===== src/rtl/tdm_tx_pkg.sv =====
// Package: shared types for the TDM slot transmitter.
package tdm_tx_pkg;
    // Frame progress of the transmitter
    typedef enum logic [1:0] {
        PH_IDLE = 2'd0,   // no frame seen since reset
        PH_LEAD = 2'd1,   // counting lead-in bits before slot 0
        PH_DATA = 2'd2,   // inside a slot
        PH_DONE = 2'd3    // past the last slot, waiting for next frame
    } tx_phase_e;
endpackage


===== src/rtl/tdm_frame_ctr.sv =====
// Frame position counter.
// Tracks lead-in, slot number and bit-in-slot for the bit period that is
// about to be transmitted. The cur_* outputs describe that next position
// and are meaningful only while bit_en is high. Assumes the configuration
// is held steady during a frame.
module tdm_frame_ctr
    import tdm_tx_pkg::*;
#(
    parameter int SLOT_MAX      = 16,
    parameter int SLOT_BITS_MAX = 64,
    parameter int OFFSET_W      = 11,
    localparam int SLOT_IW      = $clog2(SLOT_MAX),
    localparam int BIT_IW       = $clog2(SLOT_BITS_MAX)
) (
    input  logic                clk,
    input  logic                rst_n,
    input  logic                bit_en,
    input  logic                frame_start,
    input  logic [SLOT_IW-1:0]  cfg_slots_m1,
    input  logic [BIT_IW-1:0]   cfg_slot_bits_m1,
    input  logic [OFFSET_W-1:0] cfg_offset,
    output logic                cur_data,
    output logic [SLOT_IW-1:0]  cur_slot,
    output logic                slot_first
);
    tx_phase_e           ph_q,   n_ph;
    logic [OFFSET_W-1:0] lead_q, n_lead;
    logic [BIT_IW-1:0]   bit_q,  n_bit;
    logic [SLOT_IW-1:0]  slot_q, n_slot;

    // Next frame position from the current one or a frame restart
    always_comb begin
        n_ph   = ph_q;
        n_lead = lead_q;
        n_bit  = bit_q;
        n_slot = slot_q;
        if (frame_start) begin
            n_bit  = '0;
            n_slot = '0;
            if (cfg_offset == '0) begin
                n_ph = PH_DATA;
            end else begin
                n_ph   = PH_LEAD;
                n_lead = cfg_offset - OFFSET_W'(1);
            end
        end else begin
            case (ph_q)
                PH_LEAD: begin
                    if (lead_q == '0) begin
                        n_ph   = PH_DATA;
                        n_bit  = '0;
                        n_slot = '0;
                    end else begin
                        n_lead = lead_q - OFFSET_W'(1);
                    end
                end
                PH_DATA: begin
                    if (bit_q == cfg_slot_bits_m1) begin
                        n_bit = '0;
                        if (slot_q == cfg_slots_m1) n_ph = PH_DONE;
                        else                        n_slot = slot_q + SLOT_IW'(1);
                    end else begin
                        n_bit = bit_q + BIT_IW'(1);
                    end
                end
                default: ;
            endcase
        end
    end

    // Advance the position once per bit period
    always_ff @(posedge clk) begin
        if (!rst_n) begin
            ph_q   <= PH_IDLE;
            lead_q <= '0;
            bit_q  <= '0;
            slot_q <= '0;
        end else if (bit_en) begin
            ph_q   <= n_ph;
            lead_q <= n_lead;
            bit_q  <= n_bit;
            slot_q <= n_slot;
        end
    end

    // Decode of the position being transmitted
    always_comb begin
        cur_data   = (n_ph == PH_DATA);
        cur_slot   = n_slot;
        slot_first = (n_ph == PH_DATA) && (n_bit == '0);
    end


    bit_in_slot_chk: assert property (@(posedge clk) disable iff (!rst_n)
        ((ph_q == PH_DATA) && $stable(cfg_slot_bits_m1)) |-> (bit_q <= cfg_slot_bits_m1));

    slot_in_frame_chk: assert property (@(posedge clk) disable iff (!rst_n)
        ((ph_q == PH_DATA) && $stable(cfg_slots_m1)) |-> (slot_q <= cfg_slots_m1));
endmodule


===== src/rtl/tdm_slot_shifter.sv =====
// Slot serializer.
// At the first bit of an enabled slot it takes one sample from the upstream
// stream, left-aligns it by the coded sample length and shifts it out MSB
// first; zeros follow once the sample is spent. Disabled slots, idle
// positions and starved slots send zeros. Assumes slot_on/slot_first come
// from the frame counter for the bit being transmitted.
module tdm_slot_shifter #(
    parameter int SAMPLE_W = 32
) (
    input  logic                clk,
    input  logic                rst_n,
    input  logic                bit_en,
    input  logic                slot_on,
    input  logic                slot_first,
    input  logic [2:0]          size_code,
    input  logic                in_valid,
    input  logic [SAMPLE_W-1:0] in_data,
    output logic                in_ready,
    output logic                sdata,
    output logic                underflow
);
    logic [SAMPLE_W-1:0] sh_q;
    logic [SAMPLE_W-1:0] aligned;
    logic [7:0]          sbits;
    int unsigned         lshift;

    // Handshake: one request per enabled slot, at its first bit
    always_comb in_ready = bit_en && slot_on && slot_first;

    // Left-align the right-justified sample so its MSB sits on top
    always_comb begin
        sbits  = 8'((int'(size_code) + 1) * 4);
        lshift = (int'(sbits) >= SAMPLE_W) ? 0 : SAMPLE_W - int'(sbits);
        aligned = in_data << lshift;
    end

    // Shift register, serial output and sticky starvation flag
    always_ff @(posedge clk) begin
        if (!rst_n) begin
            sh_q      <= '0;
            sdata     <= 1'b0;
            underflow <= 1'b0;
        end else if (bit_en) begin
            if (!slot_on) begin
                sh_q  <= '0;
                sdata <= 1'b0;
            end else if (slot_first) begin
                if (in_valid) begin
                    sdata <= aligned[SAMPLE_W-1];
                    sh_q  <= aligned << 1;
                end else begin
                    sdata     <= 1'b0;
                    sh_q      <= '0;
                    underflow <= 1'b1;
                end
            end else begin
                sdata <= sh_q[SAMPLE_W-1];
                sh_q  <= sh_q << 1;
            end
        end
    end


    zero_when_off_chk: assert property (@(posedge clk) disable iff (!rst_n)
        (bit_en && !slot_on) |=> !sdata);

    underflow_sticky_chk: assert property (@(posedge clk) disable iff (!rst_n)
        underflow |=> underflow);

    underflow_set_chk: assert property (@(posedge clk) disable iff (!rst_n)
        (in_ready && !in_valid) |=> (underflow && !sdata));

    quiet_between_bits_chk: assert property (@(posedge clk) disable iff (!rst_n)
        !bit_en |=> ($stable(sdata) && $stable(underflow)));
endmodule


===== src/rtl/tdm_slot_tx.sv =====
// TDM slot-masked serial transmitter, top level.
// Saturates the requested mask to the slot count, ties the frame counter
// to the slot serializer and selects the receive line for the paired
// deserializer. Assumes bit_en and frame_start come from one timing source.
module tdm_slot_tx #(
    parameter int SLOT_MAX      = 16,
    parameter int SLOT_BITS_MAX = 64,
    parameter int OFFSET_W      = 11,
    parameter int SAMPLE_W      = 32,
    parameter int MASK_REQ_W    = 32,
    localparam int SLOT_IW      = $clog2(SLOT_MAX),
    localparam int BIT_IW       = $clog2(SLOT_BITS_MAX)
) (
    input  logic                  clk,
    input  logic                  rst_n,
    input  logic                  bit_en,
    input  logic                  frame_start,
    input  logic [SLOT_IW-1:0]    cfg_slots_m1,
    input  logic [BIT_IW-1:0]     cfg_slot_bits_m1,
    input  logic [2:0]            cfg_size_code,
    input  logic [OFFSET_W-1:0]   cfg_offset,
    input  logic [MASK_REQ_W-1:0] cfg_mask_req,
    input  logic                  cfg_loopback,
    input  logic                  in_valid,
    output logic                  in_ready,
    input  logic [SAMPLE_W-1:0]   in_data,
    output logic                  sdata,
    input  logic                  rx_pin,
    output logic                  rx_data,
    output logic                  underflow
);
    logic [SLOT_MAX-1:0] mask_eff;
    logic                cur_data;
    logic [SLOT_IW-1:0]  cur_slot;
    logic                slot_first;
    logic                slot_on;

    // Saturate an oversized mask request to all slots enabled
    generate
        if (MASK_REQ_W > SLOT_MAX) begin : g_mask_clamp
            assign mask_eff = (|cfg_mask_req[MASK_REQ_W-1:SLOT_MAX]) ? '1
                                                                     : cfg_mask_req[SLOT_MAX-1:0];
        end else begin : g_mask_pass
            assign mask_eff = SLOT_MAX'(cfg_mask_req);
        end
    endgenerate

    tdm_frame_ctr #(
        .SLOT_MAX      (SLOT_MAX),
        .SLOT_BITS_MAX (SLOT_BITS_MAX),
        .OFFSET_W      (OFFSET_W)
    ) u_ctr (
        .clk              (clk),
        .rst_n            (rst_n),
        .bit_en           (bit_en),
        .frame_start      (frame_start),
        .cfg_slots_m1     (cfg_slots_m1),
        .cfg_slot_bits_m1 (cfg_slot_bits_m1),
        .cfg_offset       (cfg_offset),
        .cur_data         (cur_data),
        .cur_slot         (cur_slot),
        .slot_first       (slot_first)
    );

    // Slot carries data only when inside the frame and mask-enabled
    always_comb slot_on = cur_data && mask_eff[cur_slot];

    tdm_slot_shifter #(
        .SAMPLE_W (SAMPLE_W)
    ) u_shift (
        .clk        (clk),
        .rst_n      (rst_n),
        .bit_en     (bit_en),
        .slot_on    (slot_on),
        .slot_first (slot_first),
        .size_code  (cfg_size_code),
        .in_valid   (in_valid),
        .in_data    (in_data),
        .in_ready   (in_ready),
        .sdata      (sdata),
        .underflow  (underflow)
    );

    // Receive line: own transmit data in loopback, external pin otherwise
    always_comb rx_data = cfg_loopback ? sdata : rx_pin;


    ready_in_frame_chk: assert property (@(posedge clk) disable iff (!rst_n)
        in_ready |-> (bit_en && cur_data));
endmodule


===== config.mk =====
export PLATFORM = sky130hd
export DESIGN_NAME = tdm_slot_tx
export DESIGN_NICKNAME = d
export VERILOG_FILES = /design/src/rtl/tdm_tx_pkg.sv /design/src/rtl/tdm_frame_ctr.sv /design/src/rtl/tdm_slot_shifter.sv /design/src/rtl/tdm_slot_tx.sv
export SDC_FILE = /design/constraint.sdc
export NUM_CORES = 1
export LEC_CHECK = 0
export BUFFER_PORTS_ARGS = -buffer_cell sky130_fd_sc_hd__buf_4
export CORE_ASPECT_RATIO = 0.8
export CORE_MARGIN = 2
export CORE_UTILIZATION = 56
export DETAILED_ROUTE_END_ITERATION = 12
export GPL_ROUTABILITY_DRIVEN = 0
export GPL_TIMING_DRIVEN = 0
export PLACE_DENSITY = 0.82
export SLEW_MARGIN = 20
export SYNTH_ARGS = -nofsm -noshare
export SYNTH_HDL_FRONTEND = slang
export SYNTH_HIERARCHICAL = 1
export SYNTH_SLANG_ARGS = --single-unit

===== constraint.sdc =====
create_clock -name clk -period 4.5 [get_ports clk]
set_input_delay 0.225 -clock clk [delete_from_list [all_inputs] [get_ports clk]]
set_output_delay 0.225 -clock clk [all_outputs]
set_load 0.02 [all_outputs]

==> impl_metrics.csv <==
group,metric,value,unit
pwr,switching_share,33.9,%
finish,area_delta_synth_final,21.7,%
yosys,ys.flop_type,"dfxtp_1",
detailed_routing,detail-route-antenna-nets,0,
floorplan,initial_core_util,57.5,%
detailed_routing,routedWlPerCell,18.4,um
pwr,seqPwrFrac,44.0,%
pwr,ir_drop,0.218,mV
cts,cts_setup_buffers,0,
timing,maxSlewViolCount,0,
pwr,switchingPower,0.402,mW
global_route,overflow,0,
place,port_buffers,96,
detailed_routing,wl,14.0,mm
pwr,internal_power,0.784,mW
finish,nets,755,
global_route,grt_max_degree,20,
finish,antennaDiodeCount,0,
cts,htreeDepth,2,
run,drv_cap,0,
timing,fin_crit_sh,94.9,%
yosys,synth_edf_count,0,
floorplan,ios,99,
floorplan,row_count,29,
yosys,syn_nets,652,
place,dp_hpwl,10.8,mm
timing,fmax,234,MHz
detailed_routing,num_vias,5149,
yosys,postSynthAreaPerCell,8.24,um^2
yosys,synthDistinctLibCells,81,
cts,numCtsBuffers,5,
cts,clockBufferDepth,2,
cts,cts_tree,"yes",
timing,final-hold-violation-count,0,
worst_setup_path,path_buf_inv,3,
worst_setup_path,worst-setup-path-type,"flip-flop to flip-flop",
global_route,antenna_found_initial,0,
cts,cts.clk_slew.worst_paths,0.11,ns
cts,hold_buffers,0,
worst_setup_path,slowest_delay,0.58,ns
pwr,power_frac_clock,24.8,%
finish,nFillCells,639,
worst_setup_path,endpoint_kind,"flip-flop",
worst_setup_path,critPathSlowestCell,"mux4_1",
place,placed_cells,753,
worst_setup_path,required,4.70,ns
run_status,status,"complete, no violations",
yosys,synth_area,0.00453,mm^2
pwr,p_leak,2.13,nW
floorplan,dieArea,0.00882,mm^2
yosys,async_reset_ff_share,0,%
worst_setup_path,critPathArrivalTime,4.47,ns
global_route,grt_pass1_wl,23.2,mm
worst_setup_path,critPathMaxFanout,10,
timing,worst_hold_slack,0.183,ns
timing,max_slew_margin,56.3,%
cts,cts_resized,0,
yosys,yosysSeqAreaShare,24.8,%
floorplan,dieHeight,84.4,um
timing,post-route-min-period,4.27,ns
yosys,synth-seq-cells,56,
floorplan,die_w,105,um
cts,clkLatencyLatePin,0.31,ns
global_route,grtUsageTotal,31.5,%
worst_setup_path,startpoint_type,"flip-flop",
detailed_routing,via_per_inst,6.77,
timing,worst_pin_slew,0.652,ns
detailed_routing,drc,0,
worst_setup_path,path_delay_family,"simple AND/OR/NAND/NOR gates",
global_route,grt_pass1_vias,4813,
worst_setup_path,path_cells,"inv_1 -> ha_1 -> nand2b_1 -> clkbuf_1 -> nor4_4 -> mux2i_1 -> nor2_2 -> mux4_1 -> nand3_1 -> o21ai_1 -> o31a_1 -> and2_1 -> nand3_1 -> buf_2 -> a311oi_1 -> a211o_1",
yosys,yosysWarnings,6,
floorplan,core-area,0.00787,mm^2
pwr,p_per_area,215,mW/mm^2
pwr,p_comb_share,31.2,%
cts,clkSinkCount,56,
detailed_routing,dr.first_iter.drc_count,638,
detailed_routing,firstDrtPassIters,8,
yosys,synth_cells,549,
min_path,hp-class,"input port to flip-flop",
finish,layout.cells.non_filler,761,
cts,clock-root-buffer,"clkbuf_8",
worst_setup_path,path_common_cell,"nand3_1",
timing,skew,0.0153,ns
timing,setup_viol,0,
finish,drive_above_1_share,25.0,%
## per-stage QoR
stage	worst slack [ns]	TNS [ns]	cell area, um^2	total power [mW]	utilization, %
floorplan	0.690	0	4530	0.747	-
global placement	0.183	0	5380	0.877	68.3
detailed placement	0.0989	0	5380	0.887	68.3
CTS	0.0948	0	5480	1.17	69.5
global route	-0.000459	-0.000459	5510	1.24	70.0
finish	0.231	0	5510	1.19	70.0
## cell type report
cell class,instances,area [um^2],area share (%)
plain buffers,36,218,3.95
clock inverters,3,25.0,0.454
clock buffers,5,68.8,1.25
multi-input cells,445,3170,57.6
flip-flops and latches,56,1120,20.4
inverters,12,45.0,0.818
repair buffers,96,721,13.1
well taps,108,135,2.45
## cells in the final DEF (no fill, tap or decap), types with 5 or more instances in the layout
cell type	count
nor3_1	16
a22oi_1	10
nand2_1	49
clkbuf_8	5
nor4_1	11
o22ai_1	9
a21oi_1	25
xnor2_1	8
a211o_1	8
a211oi_1	14
a311oi_1	9
o21ai_0	28
dfxtp_1	56
mux2i_1	14
a311o_1	5
nor3b_1	8
clkbuf_1	8
nor2b_1	21
nand3_1	17
buf_4	101
ha_1	8
a31oi_1	15
nor2_1	35
a22o_1	21
mux2_2	13
buf_2	14
xor2_1	9
inv_1	8
## power groups by stage
stage               Combinational (mW)  Clock, mW  Sequential [mW]
global route                     0.399      0.318            0.523
global placement                 0.347          0            0.530
detailed placement               0.356          0            0.531
finish                           0.370      0.294            0.521
CTS                              0.358      0.296            0.520
floorplan                        0.219          0            0.528
## per-layer routing
| layer | global-route usage [%] | part of all wire (%) |
|---|---|---|
| met4 | 6.63 | 1.5 |
| met2 | 48.1 | 43 |
| met3 | 4.66 | 11 |
| met1 | 47.1 | 45 |
| met5 | 0 | 0 |
## state kept, by name, summed over array words and instances, names as in the netlist
| signal | count |
|---|---|
| u_ctr/lead_q | 11 |
| u_shift/sh_q | 31 |
| u_ctr/ph_q | 2 |
| u_shift/underflow | 1 |
| u_ctr/slot_q | 4 |
| u_shift/sdata | 1 |
| u_ctr/bit_q | 6 |
## cell usage after synthesis (9+ instances only)
master	count	share of area, %
nand3_1	17	1.9
a311oi_1	9	1.7
mux2i_1	14	3.1
nand2_1	49	4.1
a31oi_1	15	2.1
nor4_1	13	1.8
mux2_2	13	3.2
a21oi_1	25	2.8
buf_2	14	1.5
a22oi_1	10	1.7
xor2_1	9	1.7
nor3_1	16	1.8
nor2b_1	21	2.9
o21ai_0	29	3.2
a22o_1	21	4.1
a211oi_1	14	2.3
dfxtp_1	56	25
nor2_1	36	3.0
o22ai_1	9	1.2
## logic make-up after synthesis
family,count (synthesis),synth area share (%)
flip-flops,56,24.8
AND/OR/NAND/NOR,193,23.0
adder cells (fa/ha/maj),8,2.21
multiplexers,30,7.99
AO/OA/AOI/OAI,197,32.9
XOR/XNOR,17,3.29
buffers and inverters,48,5.81
## worst paths after layout
check | start | to | slack (ns) | cells past startpoint
setup / recovery | u_ctr/ph_q[0] | u_shift/sh_q[25] | 0.23 | 16
hold / removal | in_data[0] | u_shift/sh_q[1] | 0.18 | 2
setup reg to reg | u_ctr/ph_q[0] | u_shift/sh_q[25] | 0.23 | 16
hold reg to reg | u_shift/sh_q[6] | u_shift/sh_q[7] | 0.51 | 2
Note: power is estimated with default switching activity, not from simulation.
